==> src/rtl/tape_tx_pkg.sv <==
// Package: types shared by the tape frame transmitter.
// Assumes nothing beyond IEEE 1800-2017.
package tape_tx_pkg;

    // Phase of the frame walk.
    typedef enum logic [2:0] {
        PH_IDLE,
        PH_SYNC,
        PH_GAP,
        PH_MARK,
        PH_DATA,
        PH_CKLO,
        PH_CKHI,
        PH_DRAIN
    } frame_phase_t;

    // One unit handed to the serializer: a full byte with start bit,
    // or a single zero pulse.
    typedef struct packed {
        logic       is_byte;
        logic [7:0] value;
    } tape_item_t;

endpackage

==> src/rtl/tick_divider.sv <==
// Module: tick_divider
// Produces a one-clock tick every DIV clocks.
// A synchronous clear restarts the count, so the first tick comes DIV
// clocks after the clear. Assumes DIV >= 2.
module tick_divider #(
    parameter int DIV = 8
) (
    input  logic clk,
    input  logic rst_n,
    input  logic clr,
    output logic tick
);
    localparam int CW = (DIV > 2) ? $clog2(DIV) : 1;
    localparam logic [CW-1:0] LAST = CW'(DIV - 1);

    logic [CW-1:0] cnt_q;

    assign tick = (cnt_q == LAST);

    // Count clocks; wrap at the end of a tick period or on clear.
    always_ff @(posedge clk) begin
        if (!rst_n || clr || tick) cnt_q <= '0;
        else                       cnt_q <= cnt_q + 1'b1;
    end

    AST_TICK_BOUND: assert property (@(posedge clk) disable iff (!rst_n)
        cnt_q <= LAST);
endmodule

==> src/rtl/pulse_writer.sv <==
// Module: pulse_writer
// Sends one bit at a time as a high half and then a low half, each of
// len ticks. A new bit is taken on the clock at which the previous low
// half ends, so back-to-back bits have no gap. The tick counter is
// restarted on every take.
module pulse_writer #(
    parameter int ONE_TICKS  = 8'h50,
    parameter int ZERO_TICKS = 8'h20
) (
    input  logic clk,
    input  logic rst_n,
    input  logic tick,
    input  logic bit_valid,
    input  logic bit_value,
    output logic bit_take,
    output logic tick_clr,
    output logic busy,
    output logic tape_out
);
    localparam int MAXT = (ONE_TICKS > ZERO_TICKS) ? ONE_TICKS : ZERO_TICKS;
    localparam int LW   = $clog2(MAXT + 1);
    localparam logic [LW-1:0] ONE_L  = LW'(ONE_TICKS);
    localparam logic [LW-1:0] ZERO_L = LW'(ZERO_TICKS);

    logic          busy_q, high_q;
    logic [LW-1:0] len_q, tcnt_q;
    logic          last_tick, fin;

    assign last_tick = busy_q && tick && (tcnt_q == len_q - 1'b1);
    assign fin       = last_tick && !high_q;
    assign bit_take  = bit_valid && (!busy_q || fin);
    assign tick_clr  = bit_take;
    assign busy      = busy_q;
    assign tape_out  = busy_q && high_q;

    // Run the high/low halves of the current pulse and accept the next bit.
    always_ff @(posedge clk) begin
        if (!rst_n) begin
            busy_q <= 1'b0;
            high_q <= 1'b0;
            len_q  <= ZERO_L;
            tcnt_q <= '0;
        end else if (bit_take) begin
            busy_q <= 1'b1;
            high_q <= 1'b1;
            len_q  <= bit_value ? ONE_L : ZERO_L;
            tcnt_q <= '0;
        end else if (last_tick) begin
            tcnt_q <= '0;
            if (high_q) high_q <= 1'b0;
            else        busy_q <= 1'b0;
        end else if (busy_q && tick) begin
            tcnt_q <= tcnt_q + 1'b1;
        end
    end

    AST_TCNT_BELOW_LEN: assert property (@(posedge clk) disable iff (!rst_n)
        busy_q |-> (tcnt_q < len_q));
    AST_LEN_LEGAL: assert property (@(posedge clk) disable iff (!rst_n)
        busy_q |-> (len_q == ONE_L || len_q == ZERO_L));
    AST_HIGH_FIRST: assert property (@(posedge clk) disable iff (!rst_n)
        bit_take |=> tape_out);
endmodule

==> src/rtl/symbol_serializer.sv <==
// Module: symbol_serializer
// Turns items into a bit stream. A byte item becomes a one-valued start
// bit followed by 8 data bits, most-significant first. A zero item is a
// single zero bit. The next item is loaded on the clock at which the
// last bit of the current one is taken.
module symbol_serializer
    import tape_tx_pkg::*;
(
    input  logic       clk,
    input  logic       rst_n,
    input  logic       item_valid,
    input  tape_item_t item,
    output logic       item_take,
    output logic       bit_valid,
    output logic       bit_value,
    input  logic       bit_take,
    output logic       active
);
    logic       act_q;
    logic [8:0] sreg_q;
    logic [3:0] left_q;
    logic       load_now;

    assign load_now  = item_valid && (!act_q || (bit_take && left_q == 4'd1));
    assign item_take = load_now;
    assign bit_valid = act_q;
    assign bit_value = sreg_q[8];
    assign active    = act_q;

    // Load items and shift out one bit per take.
    always_ff @(posedge clk) begin
        if (!rst_n) begin
            act_q  <= 1'b0;
            sreg_q <= '0;
            left_q <= '0;
        end else if (load_now) begin
            act_q  <= 1'b1;
            sreg_q <= item.is_byte ? {1'b1, item.value} : 9'd0;
            left_q <= item.is_byte ? 4'd9 : 4'd1;
        end else if (bit_take) begin
            sreg_q <= {sreg_q[7:0], 1'b0};
            left_q <= left_q - 1'b1;
            if (left_q == 4'd1) act_q <= 1'b0;
        end
    end

    AST_LEFT_RANGE: assert property (@(posedge clk) disable iff (!rst_n)
        act_q |-> (left_q >= 4'd1 && left_q <= 4'd9));
    AST_START_BIT_ONE: assert property (@(posedge clk) disable iff (!rst_n)
        (load_now && item.is_byte) |=> bit_value);
    AST_TAKE_WHEN_ACTIVE: assert property (@(posedge clk) disable iff (!rst_n)
        bit_take |-> act_q);
endmodule

==> src/rtl/frame_sequencer.sv <==
// Module: frame_sequencer
// Walks the frame: preamble, marker, data, then the checksum.
// It keeps a one-entry holding register that the serializer drains;
// the holding register is refilled as soon as it empties, so the next
// item is ready long before it is needed. Data come from a read port
// with one clock of latency.
module frame_sequencer
    import tape_tx_pkg::*;
#(
    parameter int         ADDR_W     = 16,
    parameter logic [7:0] SYNC_CODE  = 8'h16,
    parameter logic [7:0] MARK_CODE  = 8'h0F,
    parameter int         SYNC_COUNT = 32,
    parameter int         GAP_PULSES = 16
) (
    input  logic              clk,
    input  logic              rst_n,
    input  logic              start,
    input  logic [ADDR_W-1:0] start_addr,
    input  logic [ADDR_W-1:0] end_addr,
    output logic              item_valid,
    output tape_item_t        item,
    input  logic              item_take,
    input  logic              ser_active,
    input  logic              pw_busy,
    output logic              mem_rd,
    output logic [ADDR_W-1:0] mem_addr,
    input  logic [7:0]        mem_rdata,
    output logic              busy,
    output logic              done
);
    localparam int RW = $clog2(SYNC_COUNT + 1);
    localparam int GW = $clog2(GAP_PULSES + 1);
    localparam logic [RW-1:0] REP_LAST = RW'(SYNC_COUNT - 1);
    localparam logic [GW-1:0] GAP_LAST = GW'(GAP_PULSES - 1);

    frame_phase_t      state_q;
    tape_item_t        hold_q;
    logic              hold_v;
    logic [RW-1:0]     rep_q;
    logic [GW-1:0]     gap_q;
    logic [ADDR_W-1:0] addr_q, end_q, addr_next;
    logic [15:0]       cks_q;
    logic              rd_pend, done_q;

    assign addr_next  = addr_q + 1'b1;
    assign item_valid = hold_v;
    assign item       = hold_q;
    assign mem_rd     = (state_q == PH_DATA) && !hold_v && !rd_pend;
    assign mem_addr   = addr_q;
    assign busy       = (state_q != PH_IDLE);
    assign done       = done_q;

    // Frame walk, holding-register refill, address walk and checksum.
    always_ff @(posedge clk) begin
        if (!rst_n) begin
            state_q <= PH_IDLE;
            hold_q  <= '0;
            hold_v  <= 1'b0;
            rep_q   <= '0;
            gap_q   <= '0;
            addr_q  <= '0;
            end_q   <= '0;
            cks_q   <= '0;
            rd_pend <= 1'b0;
            done_q  <= 1'b0;
        end else begin
            done_q <= 1'b0;
            if (item_take) hold_v <= 1'b0;
            unique case (state_q)
                PH_IDLE: begin
                    if (start) begin
                        addr_q  <= start_addr;
                        end_q   <= end_addr;
                        rep_q   <= '0;
                        gap_q   <= '0;
                        state_q <= PH_SYNC;
                    end
                end
                PH_SYNC: begin
                    if (!hold_v) begin
                        hold_q  <= '{is_byte: 1'b1, value: SYNC_CODE};
                        hold_v  <= 1'b1;
                        gap_q   <= '0;
                        state_q <= PH_GAP;
                    end
                end
                PH_GAP: begin
                    if (!hold_v) begin
                        hold_q <= '{is_byte: 1'b0, value: 8'h00};
                        hold_v <= 1'b1;
                        if (gap_q == GAP_LAST) begin
                            gap_q <= '0;
                            if (rep_q == REP_LAST) begin
                                state_q <= PH_MARK;
                            end else begin
                                rep_q   <= rep_q + 1'b1;
                                state_q <= PH_SYNC;
                            end
                        end else begin
                            gap_q <= gap_q + 1'b1;
                        end
                    end
                end
                PH_MARK: begin
                    if (!hold_v) begin
                        hold_q  <= '{is_byte: 1'b1, value: MARK_CODE};
                        hold_v  <= 1'b1;
                        cks_q   <= '0;
                        state_q <= (addr_q >= end_q) ? PH_CKLO : PH_DATA;
                    end
                end
                PH_DATA: begin
                    if (rd_pend) begin
                        hold_q  <= '{is_byte: 1'b1, value: mem_rdata};
                        hold_v  <= 1'b1;
                        cks_q   <= cks_q + {8'h00, mem_rdata};
                        addr_q  <= addr_next;
                        rd_pend <= 1'b0;
                        if (addr_next >= end_q) state_q <= PH_CKLO;
                    end else if (!hold_v) begin
                        rd_pend <= 1'b1;
                    end
                end
                PH_CKLO: begin
                    if (!hold_v) begin
                        hold_q  <= '{is_byte: 1'b1, value: cks_q[7:0]};
                        hold_v  <= 1'b1;
                        state_q <= PH_CKHI;
                    end
                end
                PH_CKHI: begin
                    if (!hold_v) begin
                        hold_q  <= '{is_byte: 1'b1, value: cks_q[15:8]};
                        hold_v  <= 1'b1;
                        state_q <= PH_DRAIN;
                    end
                end
                PH_DRAIN: begin
                    if (!hold_v && !ser_active && !pw_busy) begin
                        done_q  <= 1'b1;
                        state_q <= PH_IDLE;
                    end
                end
                default: state_q <= PH_IDLE;
            endcase
        end
    end

    AST_ADDR_BELOW_END: assert property (@(posedge clk) disable iff (!rst_n)
        (state_q == PH_DATA) |-> (addr_q < end_q));
    AST_HOLD_KEPT: assert property (@(posedge clk) disable iff (!rst_n)
        (hold_v && !item_take) |=> (hold_v && $stable(hold_q)));
    AST_RANGE_FROZEN: assert property (@(posedge clk) disable iff (!rst_n)
        (state_q != PH_IDLE) |=> ($stable(end_q)));
    AST_CKS_CLEARED: assert property (@(posedge clk) disable iff (!rst_n)
        (state_q == PH_MARK && !hold_v) |=> (cks_q == 16'h0000));
    AST_DONE_ONE_CYCLE: assert property (@(posedge clk) disable iff (!rst_n)
        done_q |=> !done_q);
    AST_READ_THEN_DATA: assert property (@(posedge clk) disable iff (!rst_n)
        mem_rd |=> rd_pend);
endmodule

==> src/rtl/tape_frame_tx.sv <==
// Module: tape_frame_tx (top)
// Pulse-width tape frame transmitter. The frame sequencer feeds items
// to the serializer, which feeds bits to the pulse writer. The pulse
// writer is timed by the tick divider. Assumes TICK_DIV >= 2, pulse
// lengths >= 1 tick, SYNC_COUNT >= 1 and GAP_PULSES >= 1.
module tape_frame_tx
    import tape_tx_pkg::*;
#(
    parameter int         ADDR_W     = 16,
    parameter int         TICK_DIV   = 8,
    parameter int         ONE_TICKS  = 8'h50,
    parameter int         ZERO_TICKS = 8'h20,
    parameter int         SYNC_COUNT = 32,
    parameter int         GAP_PULSES = 16,
    parameter logic [7:0] SYNC_CODE  = 8'h16,
    parameter logic [7:0] MARK_CODE  = 8'h0F
) (
    input  logic              clk,
    input  logic              rst_n,
    input  logic              start,
    input  logic [ADDR_W-1:0] start_addr,
    input  logic [ADDR_W-1:0] end_addr,
    output logic              mem_rd,
    output logic [ADDR_W-1:0] mem_addr,
    input  logic [7:0]        mem_rdata,
    output logic              tape_out,
    output logic              busy,
    output logic              done
);
    tape_item_t item;
    logic item_valid, item_take, ser_active;
    logic bit_valid, bit_value, bit_take;
    logic tick, tick_clr, pw_busy;

    frame_sequencer #(
        .ADDR_W(ADDR_W), .SYNC_CODE(SYNC_CODE), .MARK_CODE(MARK_CODE),
        .SYNC_COUNT(SYNC_COUNT), .GAP_PULSES(GAP_PULSES)
    ) u_seq (
        .clk(clk), .rst_n(rst_n), .start(start),
        .start_addr(start_addr), .end_addr(end_addr),
        .item_valid(item_valid), .item(item), .item_take(item_take),
        .ser_active(ser_active), .pw_busy(pw_busy),
        .mem_rd(mem_rd), .mem_addr(mem_addr), .mem_rdata(mem_rdata),
        .busy(busy), .done(done)
    );

    symbol_serializer u_ser (
        .clk(clk), .rst_n(rst_n),
        .item_valid(item_valid), .item(item), .item_take(item_take),
        .bit_valid(bit_valid), .bit_value(bit_value), .bit_take(bit_take),
        .active(ser_active)
    );

    tick_divider #(.DIV(TICK_DIV)) u_tick (
        .clk(clk), .rst_n(rst_n), .clr(tick_clr), .tick(tick)
    );

    pulse_writer #(.ONE_TICKS(ONE_TICKS), .ZERO_TICKS(ZERO_TICKS)) u_pw (
        .clk(clk), .rst_n(rst_n), .tick(tick),
        .bit_valid(bit_valid), .bit_value(bit_value), .bit_take(bit_take),
        .tick_clr(tick_clr), .busy(pw_busy), .tape_out(tape_out)
    );

    AST_IDLE_LOW: assert property (@(posedge clk) disable iff (!rst_n)
        !busy |-> !tape_out);
    AST_NO_BITS_IDLE: assert property (@(posedge clk) disable iff (!rst_n)
        !busy |-> !pw_busy);
endmodule

==> config.mk <==
export PLATFORM = sky130hd
export DESIGN_NAME = tape_frame_tx
export DESIGN_NICKNAME = d
export VERILOG_FILES = /design/src/rtl/tape_tx_pkg.sv /design/src/rtl/tick_divider.sv /design/src/rtl/pulse_writer.sv /design/src/rtl/symbol_serializer.sv /design/src/rtl/frame_sequencer.sv /design/src/rtl/tape_frame_tx.sv
export SDC_FILE = /design/constraint.sdc
export NUM_CORES = 1
export LEC_CHECK = 0
export ABC_CLOCK_PERIOD_IN_PS = 3400
export BUFFER_PORTS_ARGS = -buffer_cell sky130_fd_sc_hd__buf_2
export CORE_MARGIN = 5
export CORE_UTILIZATION = 50
export CTS_CLUSTER_DIAMETER = 100
export DETAILED_ROUTE_END_ITERATION = 7
export PLACE_DENSITY = 0.68
export SYNTH_ARGS = -nofsm -noshare
export SYNTH_HDL_FRONTEND = slang
export SYNTH_SLANG_ARGS = --single-unit
==> constraint.sdc <==
create_clock -name clk -period 3.4 [get_ports clk]
set_input_delay 0.34 -clock clk [delete_from_list [all_inputs] [get_ports clk]]
set_output_delay 0.34 -clock clk [all_outputs]
set_load 0.01 [all_outputs]
== After elaboration in Yosys (flattened, before gate mapping) ==
Cells that the tools add are included.
Word-level totals
  bits of input ports: 43
  flip-flop bits (word level): 107
  word-level logic and storage cells: 155
  output and inout bits: 20
Operators by class
  eq/ne operators: 24
  muxes and demuxes: 58
  add/sub/neg operators: 8
  reduce and logical (&&, ||, !) cells: 43
  bitwise logic cells: 1
  $lt $le $gt $ge: 2
Operator list (count)
  9-bit two-way mux: 9
  16-bit two-way mux: 4
  16-bit case mux with 2 select lines: 2
  9-bit case mux with 6 select lines: 1
  16-bit greater-or-equal comparator: 2
  3-bit two-way mux: 10
  6-bit two-way mux: 4
  3-bit case mux with 8 select lines: 1
  5-bit two-way mux: 4
  2-bit != test (second input constant): 9
  16-bit by 1-bit adder with 16-bit output (second input constant): 1
  16-bit by 8-bit adder with 16-bit output: 1
  3-bit equality test (second input constant): 5
  1-bit two-way mux: 15
  5-bit case mux with 3 select lines: 1
  4-bit two-way mux: 3
  6-bit case mux with 2 select lines: 1
  2-bit nonzero test: 6
  1-bit logical AND: 11
  10-bit AND reduction: 1
  2-bit AND reduction: 4
  7-bit by 1-bit adder with 7-bit output (second input constant): 1
  7-bit equality test: 1
  7-bit two-way mux: 1
  25 further kinds: 38

== Longest topological paths before layout ==
Gate-level depths: netlist of run 1.
  word-level depth: 12
  mapped depth: 13
  mapped depth without buffers: 13

== Cells and area by module ==
A second synthesis of run 1 with hierarchy kept.
Unflattened totals
  cell total of the unflattened synthesis: 740
  area total of the unflattened synthesis: 6257.3 um^2
Modules (own cells, without submodules)
  frame_sequencer: sequential area each 1481.4 um^2, instances 1, cells an instance 600, area an instance 4839.6 um^2
  symbol_serializer: sequential area each 280.3 um^2, instances 1, cells an instance 75, area an instance 733.2 um^2
  pulse_writer: sequential area each 220.2 um^2, instances 1, cells an instance 57, area an instance 559.3 um^2
  tick_divider: sequential area each 60.1 um^2, instances 1, cells an instance 8, area an instance 125.1 um^2

== Least setup slack after synthesis of run 1 ==
No wires, ideal clock.
  kind: register to register
  start point: register u_seq.addr_q[0] (netlist: u_seq.mem_addr[0])
  end point: register u_seq.state_q[0]
  slack: 714 ps
  library setup time: 134 ps
  arrival time: 2552 ps
  cell stages (with the launch flop): 12
  period minus slack after synthesis: 2686 ps
  cell sequence: dfxtp_1 ha_1 inv_1 nor3_1 nand3_1 xnor2_1 ha_1 nand4_1 a2111o_1 o211ai_1 and3_1 a211oi_1
Between the ends
  longest elaborated chain between the ends: 4
  elaborated cells between the ends (all ways): 8
  those cells by class: add/sub (1); order compare (2); eq/ne (1); mux (3); reduce/logical (1)
RTL lines
  from (decl): line frame_sequencer.sv:42  | logic [ADDR_W-1:0] addr_q, end_q, addr_next;
  from (signal assigned): line frame_sequencer.sv:73  | addr_q <= start_addr;
  from (signal assigned): line frame_sequencer.sv:118  | addr_q <= addr_next;
  16-bit by 1-bit adder with 16-bit output / 16-bit greater-or-equal comparator (equally long branches): line frame_sequencer.sv:46, frame_sequencer.sv:110
  16-bit greater-or-equal comparator / 1-bit two-way mux (equally long branches): line frame_sequencer.sv:120, frame_sequencer.sv:110
  2-bit != test (no line) / 3-bit two-way mux (equally long branches)
  10-bit AND reduction (no line) / 3-bit case mux with 8 select lines (equally long branches)
  to (signal assigned): line frame_sequencer.sv:110  | state_q <= (addr_q >= end_q) ? PH_CKLO : PH_DATA;
  to (decl): line frame_sequencer.sv:37  | frame_phase_t state_q;
Parallel ways exist; a longest one is shown, timed or not. The select of a mux whose other input is x is not followed.
A chain may end at the register's enable or synchronous reset.

== Worst setup path after layout of run 1 ==
Same ends and word-level chain as after synthesis.

==> results of run 1 <==
## worst min-delay path, cell delays in order
cell,delay (ns)
sky130_fd_sc_hd__buf_2,0.09
sky130_fd_sc_hd__nand2_1,0.04
sky130_fd_sc_hd__a21oi_1,0.05
## path summary, 6_finish.rpt
kind	start	to	slack, ns	cells past startpoint
worst max-delay path	u_seq.mem_addr[0]	u_seq.state_q[0]	0.33	11
worst min-delay path	end_addr[13]	u_seq.end_q[13]	0.22	3
worst max register to register	u_seq.mem_addr[0]	u_seq.state_q[0]	0.33	11
worst min register to register	u_tick.cnt_q[0]	u_tick.cnt_q[0]	0.44	1
## cell families (layout without fill, tap and decap cells)
family | Yosys count | in the layout
multiplexers | 9 | 9
AND/OR/NAND/NOR | 300 | 300
XOR/XNOR | 43 | 43
adder cells (fa/ha/maj) | 50 | 50
flip-flops | 102 | 102
buffers and inverters | 69 | 121
AO/OA/AOI/OAI | 177 | 177
## cell type report
type / count / area (µm²)
Timing Repair Buffer: 71 / 378
Clock inverter: 4 / 47.5
Sequential cell: 102 / 2040
Clock buffer: 12 / 236
Multi-Input combinational cell: 579 / 3650
Inverter: 34 / 128
Tap cell: 147 / 184
Fill cell: 1134 / 5200
## metal layers
layer / up-vias / wire, µm / track usage (%)
met3: 28 / 760 / 5.46
li1: 2732 / - / -
met5: - / 0 / 0
met2: 134 / 6900 / 33.7
met1: 2570 / 6840 / 26.8
met4: 0 / 364 / 8.23
## layout by cell type (no fill, tap or decap), types with 4 or more instances in the layout
master	instances
sky130_fd_sc_hd__a21oi_1	67
sky130_fd_sc_hd__nor4_1	6
sky130_fd_sc_hd__a31oi_1	5
sky130_fd_sc_hd__mux2i_1	8
sky130_fd_sc_hd__buf_4	9
sky130_fd_sc_hd__inv_1	30
sky130_fd_sc_hd__o22ai_1	4
sky130_fd_sc_hd__o21a_1	5
sky130_fd_sc_hd__o21ai_1	15
sky130_fd_sc_hd__xor2_1	17
sky130_fd_sc_hd__a41o_1	4
sky130_fd_sc_hd__nor2_1	74
sky130_fd_sc_hd__nand2b_1	6
sky130_fd_sc_hd__dfxtp_1	102
sky130_fd_sc_hd__clkbuf_16	9
sky130_fd_sc_hd__nor3_1	16
sky130_fd_sc_hd__xnor2_1	26
sky130_fd_sc_hd__nand2_1	114
sky130_fd_sc_hd__a211oi_1	10
sky130_fd_sc_hd__o211ai_1	7
sky130_fd_sc_hd__inv_2	4
sky130_fd_sc_hd__ha_1	49
sky130_fd_sc_hd__nand3_1	34
sky130_fd_sc_hd__nor2b_1	7
sky130_fd_sc_hd__buf_2	62
sky130_fd_sc_hd__a22oi_1	9
sky130_fd_sc_hd__a311oi_1	9
sky130_fd_sc_hd__and3_1	9
sky130_fd_sc_hd__nand4_1	11
sky130_fd_sc_hd__a21o_1	6
sky130_fd_sc_hd__o21ai_0	14
sky130_fd_sc_hd__and2_1	6
## sequential cells by signal, indices dropped and copies added, names as in the netlist, 2 cells and up
register        flops
u_seq.cks_q        16
u_seq.end_q        16
u_seq.mem_addr     16
u_seq.item          9
u_ser.sreg_q        9
u_pw.tcnt_q         7
u_seq.rep_q         6
u_seq.gap_q         5
u_ser.left_q        4
u_seq.state_q       3
u_tick.cnt_q        3
u_pw.len_q          2
## power by group
| part | leakage [nW] | internal, mW | switching [mW] |
|---|---|---|---|
| logic | 1.74 | 0.689 | 1.04 |
| registers | 0.830 | 1.41 | 0.279 |
| clock network | 0.137 | 0.569 | 0.446 |
| total | 2.70 | 2.67 | 1.77 |
## metrics by stage
| stage | utilization (%) | cell area (µm²) | hold WS (ns) |
|---|---|---|---|
| floorplan | - | 5980 | 0.405 |
| global placement | 53.8 | 6380 | 0.414 |
| detailed placement | 53.8 | 6380 | 0.427 |
| CTS | 56.2 | 6660 | 0.210 |
| global route | 56.2 | 6660 | 0.221 |
| finish | 56.2 | 6660 | 0.222 |
==> key figures, run 1 <==
Run status
  – Result of the run: completed

Logic synthesis
  – Number of flip-flops and latches in the synthesized netlist: 102
  – Ranking of synthesized cells by instance count: sky130_fd_sc_hd__nand2_1 (114), sky130_fd_sc_hd__dfxtp_1 (102), sky130_fd_sc_hd__nor2_1 (74), sky130_fd_sc_hd__a21oi_1 (67), sky130_fd_sc_hd__ha_1 (49)
  – Synth Cell Area: 5980 µm²
  – Portion of synthesized cell area occupied by the leading cell type: about a third
  – Primary flip-flop cell chosen by synthesis mapping: sky130_fd_sc_hd__dfxtp_1
  – Multiplexer fraction of the synthesized cell area: 1.53%
  – Top post-synthesis cells by area: sky130_fd_sc_hd__dfxtp_1 (34%), sky130_fd_sc_hd__ha_1 (10%), sky130_fd_sc_hd__nand2_1 (7.2%)
  – Compound-cell area share of the yosys netlist: 18.9%
  – Most common cell in the netlist: sky130_fd_sc_hd__nand2_1
  – Dominant cell type by area after synthesis: sky130_fd_sc_hd__dfxtp_1
  – Synth Area in Simple Gates: between 20% and 30%
  – Synthesized area divided by synthesized cell count: 7.97 µm²
  – Synthesized-area fraction occupied by adder cells: 10.6%
  – Post-synthesis xor/xnor area fraction: around 6.3%
  – Warnings from Yosys: 0
  – Post-Synthesis Cells: 750
  – Number of flops mapped to enable cells by yosys: 0
  – Mapped Nets: 843
  – Distinct cells, synth: 62
  – Dominant combinational cell family by area after synthesis: simple AND/OR/NAND/NOR gates
  – Async set or reset register ratio after synthesis: 0%
  – Sequential-to-total area share from yosys stat: 34.2%

GRT
  – Via count of the first global-routing pass: ~5300
  – Overall routing resource usage: 21.0%
  – First-pass GRT wire length: roughly 25000 µm
  – Overflow left after global routing: 0
  – Antenna violations before repair: 0
  – Maximum number of pins on one net before global-route repair: 46

STA
  – Worst-case setup margin in the final layout: 0.332 ns
  – Part of the cycle the worst path needs: between 90 and 100%
  – Unrepaired setup endpoints after global routing: no
  – Number of endpoints failing setup at the final stage: 0
  – Final Max Slew Viols: 0
  – Post-layout min period: 3.07 ns
  – Slew headroom: 26.2%
  – Highest attainable clock frequency: approximately 330 MHz
  – Tightest Pin Transition: roughly 1.1 ns
  – Sum of negative setup slack: 0 ns
  – Final hold violations: 0
  – Setup skew after layout: about 0.0074 ns

Job
  – Max-capacitance violation count: 0

Detailed routing
  – Remaining design rule violation count: 0
  – Ratio of routed vias to standard cells: 5.76
  – Overall routed net length: 14900 µm
  – Wire length per cell: 15.7 µm
  – Antenna Nets Post-Route: 0
  – DR vias: 5464
  – Drt initial violations: between 400 and 500
  – Detailed-routing iteration count for the pre-antenna-repair pass: 5

Layout
  – Number of nets in the layout: 890
  – Layout cells sized above 1: 12.3%
  – Non-filler instance count after layout: 949
  – ANT cells: 0
  – Area growth from synthesis to layout: 11.5%

Critical path
  – Crit-path cells: ha_1 -> inv_1 -> nor3_1 -> nand3_1 -> xnor2_1 -> ha_1 -> nand4_1 -> a2111o_1 -> o211ai_1 -> and3_1 -> a211oi_1
  – Worst Setup Path Type: flip-flop to flip-flop
  – Buf+Inv Stages, Crit Path: 1
  – Slowest cell on the critical path: sky130_fd_sc_hd__dfxtp_1
  – Endpoint arrival time on the critical path: between 3 and 4 ns
  – Worst path most repeated cell: sky130_fd_sc_hd__ha_1
  – Worst setup SP type: flip-flop
  – Worst path top cell family by delay: simple AND/OR/NAND/NOR gates
  – CP endpoint kind: flip-flop
  – Critical Path RT: 3.60 ns
  – Critical path's largest stage delay: 0.47 ns
  – Critical path fanouts, max: 8

Floorplan
  – Die W: 119 µm
  – Core Box Area: 11900 µm²
  – Die Area: about 14000 µm²
  – Starting density of the core: 50.4%
  – I/O pin count: 63
  – Number of placement rows: 40
  – Floorplan die height: 119 µm

Power
  – Cell leakage power: 2.70 nW
  – Total power: 4.44 mW
  – Power Dens Cells: 667 nW/µm²
  – Maximum ir drop on the vdd rail: 0.396 mV

CTS
  – TritonCTS clock tree: yes
  – Clk sinks: roughly 100
  – Number of hold-repair buffers added at the cts stage: 0
  – Clock transition at the register clock pins on the worst setup and hold paths after CTS: ~0.07 ns
  – Library cell used as clock root buffer: sky130_fd_sc_hd__clkbuf_16
  – Clock latency on the worst-skew pair: around 0.35 ns
  – Clock buffer count from CTS: 9
  – Maximum level of the CTS H-tree: 3
  – Maximum buffer depth of the clock tree: 2
  – # Post-CTS Setup Buffers: 0
  – Number of gates resized after cts: 0

Placement
  – Placer congestion estimate: 0.968
  – Number of buffer cells added on primary ports: 62
  – Placed wire-length estimate after detailed placement: between 10000 and 15000 µm
  – Worst setup timing slack at the placement stage: 0.393 ns
  – Number of placed instances with taps included: 933

Min path
  – Class of the worst hold path: input pin to flip-flop
Power figures use the tool's default switching activity.
==> run 2, diff against run 1 <==
--- a/config.mk
+++ b/config.mk
@@ -12,6 +12,7 @@
 export CTS_CLUSTER_DIAMETER = 100
 export DETAILED_ROUTE_END_ITERATION = 7
 export PLACE_DENSITY = 0.68
+export RECOVER_POWER = 100
 export SYNTH_ARGS = -nofsm -noshare
 export SYNTH_HDL_FRONTEND = slang
 export SYNTH_SLANG_ARGS = --single-unit
==> key figures, run 2 (same netlist as run 1, synthesis figures left out) <==
CTS
  – Number of gates resized after cts: 0
  – Clock buffer count from CTS: 9
  – Library cell used as clock root buffer: sky130_fd_sc_hd__clkbuf_16
  – Maximum buffer depth of the clock tree: 2
  – # Post-CTS Setup Buffers: 0
  – Maximum level of the CTS H-tree: 3
  – Clock transition at the register clock pins on the worst setup and hold paths after CTS: 0.07 ns
  – Number of hold-repair buffers added at the cts stage: 0
  – Clk sinks: 102
  – TritonCTS clock tree: yes
  – Clock latency on the worst-skew pair: 0.35 ns

Floorplan
  – Floorplan die height: between 100 and 150 µm
  – Die Area: 14200 µm²
  – I/O pin count: 63
  – Core Box Area: 11900 µm²
  – Starting density of the core: between 50% and 60%
  – Number of placement rows: 40
  – Die W: 119 µm

Detailed routing
  – Antenna Nets Post-Route: 0
  – Detailed-routing iteration count for the pre-antenna-repair pass: 5
  – Remaining design rule violation count: 0
  – Wire length per cell: roughly 16 µm
  – Overall routed net length: about 15000 µm
  – DR vias: 5476
  – Ratio of routed vias to standard cells: 5.77
  – Drt initial violations: 484

STA
  – Worst Hold Margin: between 0.2 and 0.25 ns
  – Tightest Pin Transition: 1.72 ns
  – Part of the cycle the worst path needs: approximately nine tenths
  – Slew headroom: -15.7%
  – Number of endpoints failing setup at the final stage: 0
  – Setup skew after layout: 0.00752 ns
  – Highest attainable clock frequency: between 300 and 400 MHz
  – Unrepaired setup endpoints after global routing: no
  – Final hold violations: 0
  – Final Max Slew Viols: 18
  – Worst-case setup margin in the final layout: 0.332 ns
  – Post-layout min period: 3.07 ns
  – Sum of negative setup slack: 0 ns

Run status
  – Result of the run: finished with violations
  – Violated checks: max-capacitance violations, max-slew violations

Critical path
  – RR Startpoint: u_seq.mem_addr[6]
  – Reg-to-Reg End: u_seq.state_q[1]
  – Slack of the worst reg-to-reg path: 0.33 ns
  – CP endpoint kind: flip-flop
  – Slowest cell on the critical path: sky130_fd_sc_hd__dfxtp_1
  – Critical path fanouts, max: 8
  – Critical Path RT: about 3.7 ns
  – Buf+Inv Stages, Crit Path: 0
  – Worst Setup Path Type: flip-flop to flip-flop
  – Worst reg2reg path depth: 12
  – Worst path top cell family by delay: simple AND/OR/NAND/NOR gates
  – Critical path's largest stage delay: around 0.5 ns
  – Crit-path cells: nand3_1 -> nor3_1 -> nand2_1 -> nor3_1 -> xor2_1 -> ha_1 -> a21oi_1 -> o211ai_1 -> nor3_1 -> o211ai_1 -> and3_1 -> a221oi_1
  – Endpoint arrival time on the critical path: 3.32 ns
  – Worst setup SP type: flip-flop
  – Worst path most repeated cell: sky130_fd_sc_hd__nor3_1

GRT
  – Maximum number of pins on one net before global-route repair: 46
  – Overall routing resource usage: 21.0%
  – First-pass GRT wire length: 24700 µm
  – Overflow left after global routing: 0
  – Via count of the first global-routing pass: 5333
  – Antenna violations before repair: 0

Power
  – Cell leakage power: 2.62 nW
  – Power Dens Cells: 666 nW/µm²
  – Maximum ir drop on the vdd rail: just under 0.4 mV
  – Total power: 4.39 mW

Layout
  – Number of nets in the layout: a little under 900
  – Leading cell type in the layout, fill and taps excluded: sky130_fd_sc_hd__nand2_1
  – Count of filler cells inserted in the layout: 1159
  – Layout cells sized above 1: 8.85%
  – Most frequent cells in the layout: sky130_fd_sc_hd__nand2_1 (114), sky130_fd_sc_hd__dfxtp_1 (102), sky130_fd_sc_hd__nor2_1 (74), sky130_fd_sc_hd__a21oi_1 (69), sky130_fd_sc_hd__ha_1 (49)
  – Area growth from synthesis to layout: 10.3%
  – ANT cells: 0

Min path
  – Class of the worst hold path: input pin to flip-flop
  – Worst min-delay path startpoint: end_addr[13]
  – Worst Hold End: u_seq.end_q[13]
  – Cell count of the worst hold path: 3

Placement
  – Number of buffer cells added on primary ports: 62
  – Placed wire-length estimate after detailed placement: around 11000 µm
  – Placer congestion estimate: 0.968
  – Worst setup timing slack at the placement stage: between 0.3 and 0.4 ns

Job
  – Max-capacitance violation count: 1
run 2: cell types whose count changed in the layout (fill, tap and decap cells not counted), moves of 3 or more:
cell                       change
sky130_fd_sc_hd__o21ai_0       +9
sky130_fd_sc_hd__clkbuf_1     +20
sky130_fd_sc_hd__o21ai_1       -9
sky130_fd_sc_hd__and2_0        +3
sky130_fd_sc_hd__and2_1        -3
sky130_fd_sc_hd__buf_2        -18
run 2: area by class of cell:
cell class                      count  area (µm²)  share of cell area (%)
Multi-Input combinational cell    579        3610                    54.7
Sequential cell                   102        2040                    31.0
Timing Repair Buffer               71         348                    5.28
Clock buffer                       12         236                    3.59
Tap cell                          147         184                    2.79
Inverter                           34         128                    1.94
Clock inverter                      4        47.5                   0.721
run 2: how the worst max path moves through the flow:
stage | from | to | slack, ns | cells past startpoint
2_1_floorplan | u_seq.mem_addr[0] | u_seq.state_q[0] | 0.71 | 11
3_3_place_gp | u_seq.mem_addr[0] | u_seq.state_q[0] | 0.54 | 11
3_5_place_dp | u_seq.mem_addr[0] | u_seq.state_q[0] | 0.39 | 11
4_1_cts | u_seq.mem_addr[6] | u_seq.state_q[1] | 0.36 | 12
5_1_grt | u_seq.state_q[1] | u_seq.mem_addr[5] | 0.06 | 6
6_report | u_seq.mem_addr[6] | u_seq.state_q[1] | 0.33 | 12
run 2: tightest hold or removal path, stage by stage:
cell and delay, ns:
sky130_fd_sc_hd__buf_2 0.09, sky130_fd_sc_hd__nand2_1 0.04, sky130_fd_sc_hd__a21oi_1 0.05
run 2: where the power goes:
| part | total (mW) | leakage, nW | switching (mW) | internal, mW |
|---|---|---|---|---|
| clock network | 1.02 | 0.137 | 0.449 | 0.569 |
| registers | 1.69 | 0.830 | 0.271 | 1.41 |
| logic | 1.68 | 1.65 | 1.03 | 0.653 |
run 2: stage by stage:
| step | cell area (µm²) | std cells | utilization (%) |
|---|---|---|---|
| floorplan | 5980 | 750 | - |
| global placement | 6380 | 933 | 53.8 |
| detailed placement | 6380 | 933 | 53.8 |
| CTS | 6660 | 949 | 56.2 |
| global route | 6590 | 949 | 55.6 |
| finish | 6590 | 949 | 55.6 |
run 2: routing by layer:
layer | global-route usage, % | up-vias | routed length (µm)
met5 | 0 | - | 0
li1 | - | 2736 | -
met2 | 33.7 | 165 | 6890
met3 | 5.46 | 27 | 883
met1 | 26.8 | 2548 | 6760
met4 | 8.23 | 0 | 333
==> run 3, diff against run 2 <==
==> constraint.sdc (replaced) <==
create_clock -name clk -period 3.4 [get_ports clk]
set_input_delay 0.34 -clock clk [delete_from_list [all_inputs] [get_ports clk]]
set_output_delay 0.34 -clock clk [all_outputs]
set_load 0.05 [all_outputs]
==> key figures, run 3 (same netlist as run 1, synthesis figures left out) <==
STA
  – Setup skew after layout: 0.00782 ns
  – Tightest Pin Transition: 1.70 ns
  – Worst-case setup margin in the final layout: 0.336 ns
  – Slew headroom: -14.3%
  – Sum of negative setup slack: 0 ns
  – Highest attainable clock frequency: ~330 MHz
  – Number of endpoints failing setup at the final stage: 0
  – Worst Hold Margin: 0.223 ns
  – Post-layout min period: 3.06 ns
  – Final Max Slew Viols: 18
  – Final hold violations: 0
  – Part of the cycle the worst path needs: 90.1%
  – Unrepaired setup endpoints after global routing: no

Critical path
  – CP endpoint kind: output port
  – Critical path's largest stage delay: slightly above 0.8 ns
  – Worst path top cell family by delay: simple AND/OR/NAND/NOR gates
  – Slowest cell on the critical path: sky130_fd_sc_hd__dfxtp_1
  – Critical Path RT: 3.06 ns
  – Worst setup SP type: flip-flop
  – Worst reg2reg path depth: 5
  – Crit-path cells: nand3_1 -> nor3_1 -> clkbuf_1
  – RR Startpoint: u_seq.state_q[2]
  – Worst Setup Path Type: flip-flop to output port
  – Endpoint arrival time on the critical path: 2.72 ns
  – Slack of the worst reg-to-reg path: 0.35 ns
  – Critical path fanouts, max: 22
  – Reg-to-Reg End: u_seq.mem_addr[5]
  – Buf+Inv Stages, Crit Path: 1

Power
  – Power Dens Cells: 691 nW/µm²
  – Cell leakage power: roughly 2.6 nW
  – Maximum ir drop on the vdd rail: a little over 0.4 mV
  – Register share of total power: 36.9%
  – Switching Power: 1.92 mW
  – Internal power: approximately 2.6 mW
  – Clk pwr share: between 20% and 30%
  – Total power: 4.56 mW
  – Proportion of total power due to net switching: 42.1%
  – Fraction of power consumed by combinational cells: between 40% and 50%

Floorplan
  – I/O pin count: 63
  – Core Box Area: roughly 12000 µm²
  – Number of placement rows: 40
  – Die W: 119 µm
  – Die Area: 14200 µm²
  – Floorplan die height: about 120 µm
  – Starting density of the core: 50.4%

CTS
  – Clock latency on the worst-skew pair: around 0.35 ns
  – Library cell used as clock root buffer: sky130_fd_sc_hd__clkbuf_16
  – Maximum buffer depth of the clock tree: 2
  – Number of gates resized after cts: 0
  – Number of hold-repair buffers added at the cts stage: 0
  – Clk sinks: roughly 100
  – TritonCTS clock tree: yes
  – Clock transition at the register clock pins on the worst setup and hold paths after CTS: 0.07 ns
  – Clock buffer count from CTS: 9
  – Maximum level of the CTS H-tree: 3
  – # Post-CTS Setup Buffers: 0

Detailed routing
  – Overall routed net length: roughly 15000 µm
  – Wire length per cell: 15.7 µm
  – Detailed-routing iteration count for the pre-antenna-repair pass: 5
  – Remaining design rule violation count: 0
  – Drt initial violations: roughly 450
  – DR vias: ~5500
  – Antenna Nets Post-Route: 0
  – Ratio of routed vias to standard cells: 5.74

Layout
  – Count of filler cells inserted in the layout: roughly 1200
  – Number of nets in the layout: 890
  – ANT cells: 0
  – Leading cell type in the layout, fill and taps excluded: sky130_fd_sc_hd__nand2_1
  – Multi-input gate area in the final layout: 3610 µm²
  – Layout cells sized above 1: 8.85%
  – End-of-flow core utilization: 55.6%
  – Area taken by flip-flops and latches: approximately 2000 µm²
  – Most frequent cells in the layout: sky130_fd_sc_hd__nand2_1 (114), sky130_fd_sc_hd__dfxtp_1 (102), sky130_fd_sc_hd__nor2_1 (74), sky130_fd_sc_hd__a21oi_1 (69), sky130_fd_sc_hd__ha_1 (49)
  – Non-filler instance count after layout: approximately 950
  – Area growth from synthesis to layout: 10.4%
  – Post-route cell area: about 6600 µm²

GRT
  – Overflow left after global routing: 0
  – Via count of the first global-routing pass: ~5300
  – Maximum number of pins on one net before global-route repair: 46
  – First-pass GRT wire length: 25000 µm
  – Antenna violations before repair: 0
  – Overall routing resource usage: 21.3%

Placement
  – Placed wire-length estimate after detailed placement: 10600 µm
  – Worst setup timing slack at the placement stage: 0.448 ns
  – Number of buffer cells added on primary ports: 62
  – Area post-placement: 6380 µm²
  – Placer congestion estimate: 0.970
  – Number of placed instances with taps included: 933

Run status
  – Violated checks: max-capacitance violations, max-slew violations
  – Result of the run: finished with violations

Min path
  – Worst min-delay path startpoint: end_addr[6]
  – Class of the worst hold path: input pin to flip-flop
  – Worst Hold End: u_seq.end_q[6]
  – Cell count of the worst hold path: 3

Job
  – Max-capacitance violation count: 1
[run 3: worst max path at each step]
stage | slack (ns) | start | endpoint | cells past startpoint
after floorplan | 0.36 | u_seq.mem_addr[0] | u_seq.state_q[0] | 11
after global placement | 0.53 | u_seq.mem_addr[0] | u_seq.state_q[0] | 11
after detailed placement | 0.45 | u_seq.mem_addr[0] | u_seq.state_q[0] | 11
after CTS | 0.42 | u_seq.mem_addr[0] | u_seq.state_q[0] | 11
after global routing | 0.07 | u_seq.mem_addr[2] | u_seq.state_q[1] | 12
final | 0.34 | u_seq.state_q[2] | mem_rd | 3
[run 3: power groups by stage]
stage	Clock, mW	Sequential, mW	Combinational, mW
2_1_floorplan	0	1.73	1.39
3_3_place_gp	0	1.70	1.84
3_5_place_dp	0	1.71	1.87
4_1_cts	1.06	1.69	1.89
5_1_grt	1.12	1.72	2.07
6_report	1.03	1.68	1.85
[run 3: area by class of cell]
type	instances	area share (%)
multi-input cells	579	54.7
flip-flops and latches	102	30.9
clock inverters	5	0.891
inverters	34	1.93
well taps	147	2.79
repair buffers	71	5.23
clock buffers	11	3.53
[run 3: worst reg2reg max path: cells and delay by family (launching register included)]
family / cells / cell delay, ns
and+or+nand+nor: 3 / 1.95
DFF: 1 / 0.55
buffers and inverters: 1 / 0.29
AOI/OAI and AO/OA: 1 / 0.17
[run 3: metal layers]
metal | track usage (%) | up-vias | share of wire [%] | routed length, µm
met1 | 27.3 | 2523 | 46 | 6830
met4 | 6.94 | 0 | 1.8 | 269
met2 | 35.4 | 164 | 46 | 6890
met5 | 0 | - | 0 | 0
li1 | - | 2740 | - | -
met3 | 4.89 | 25 | 6.0 | 887
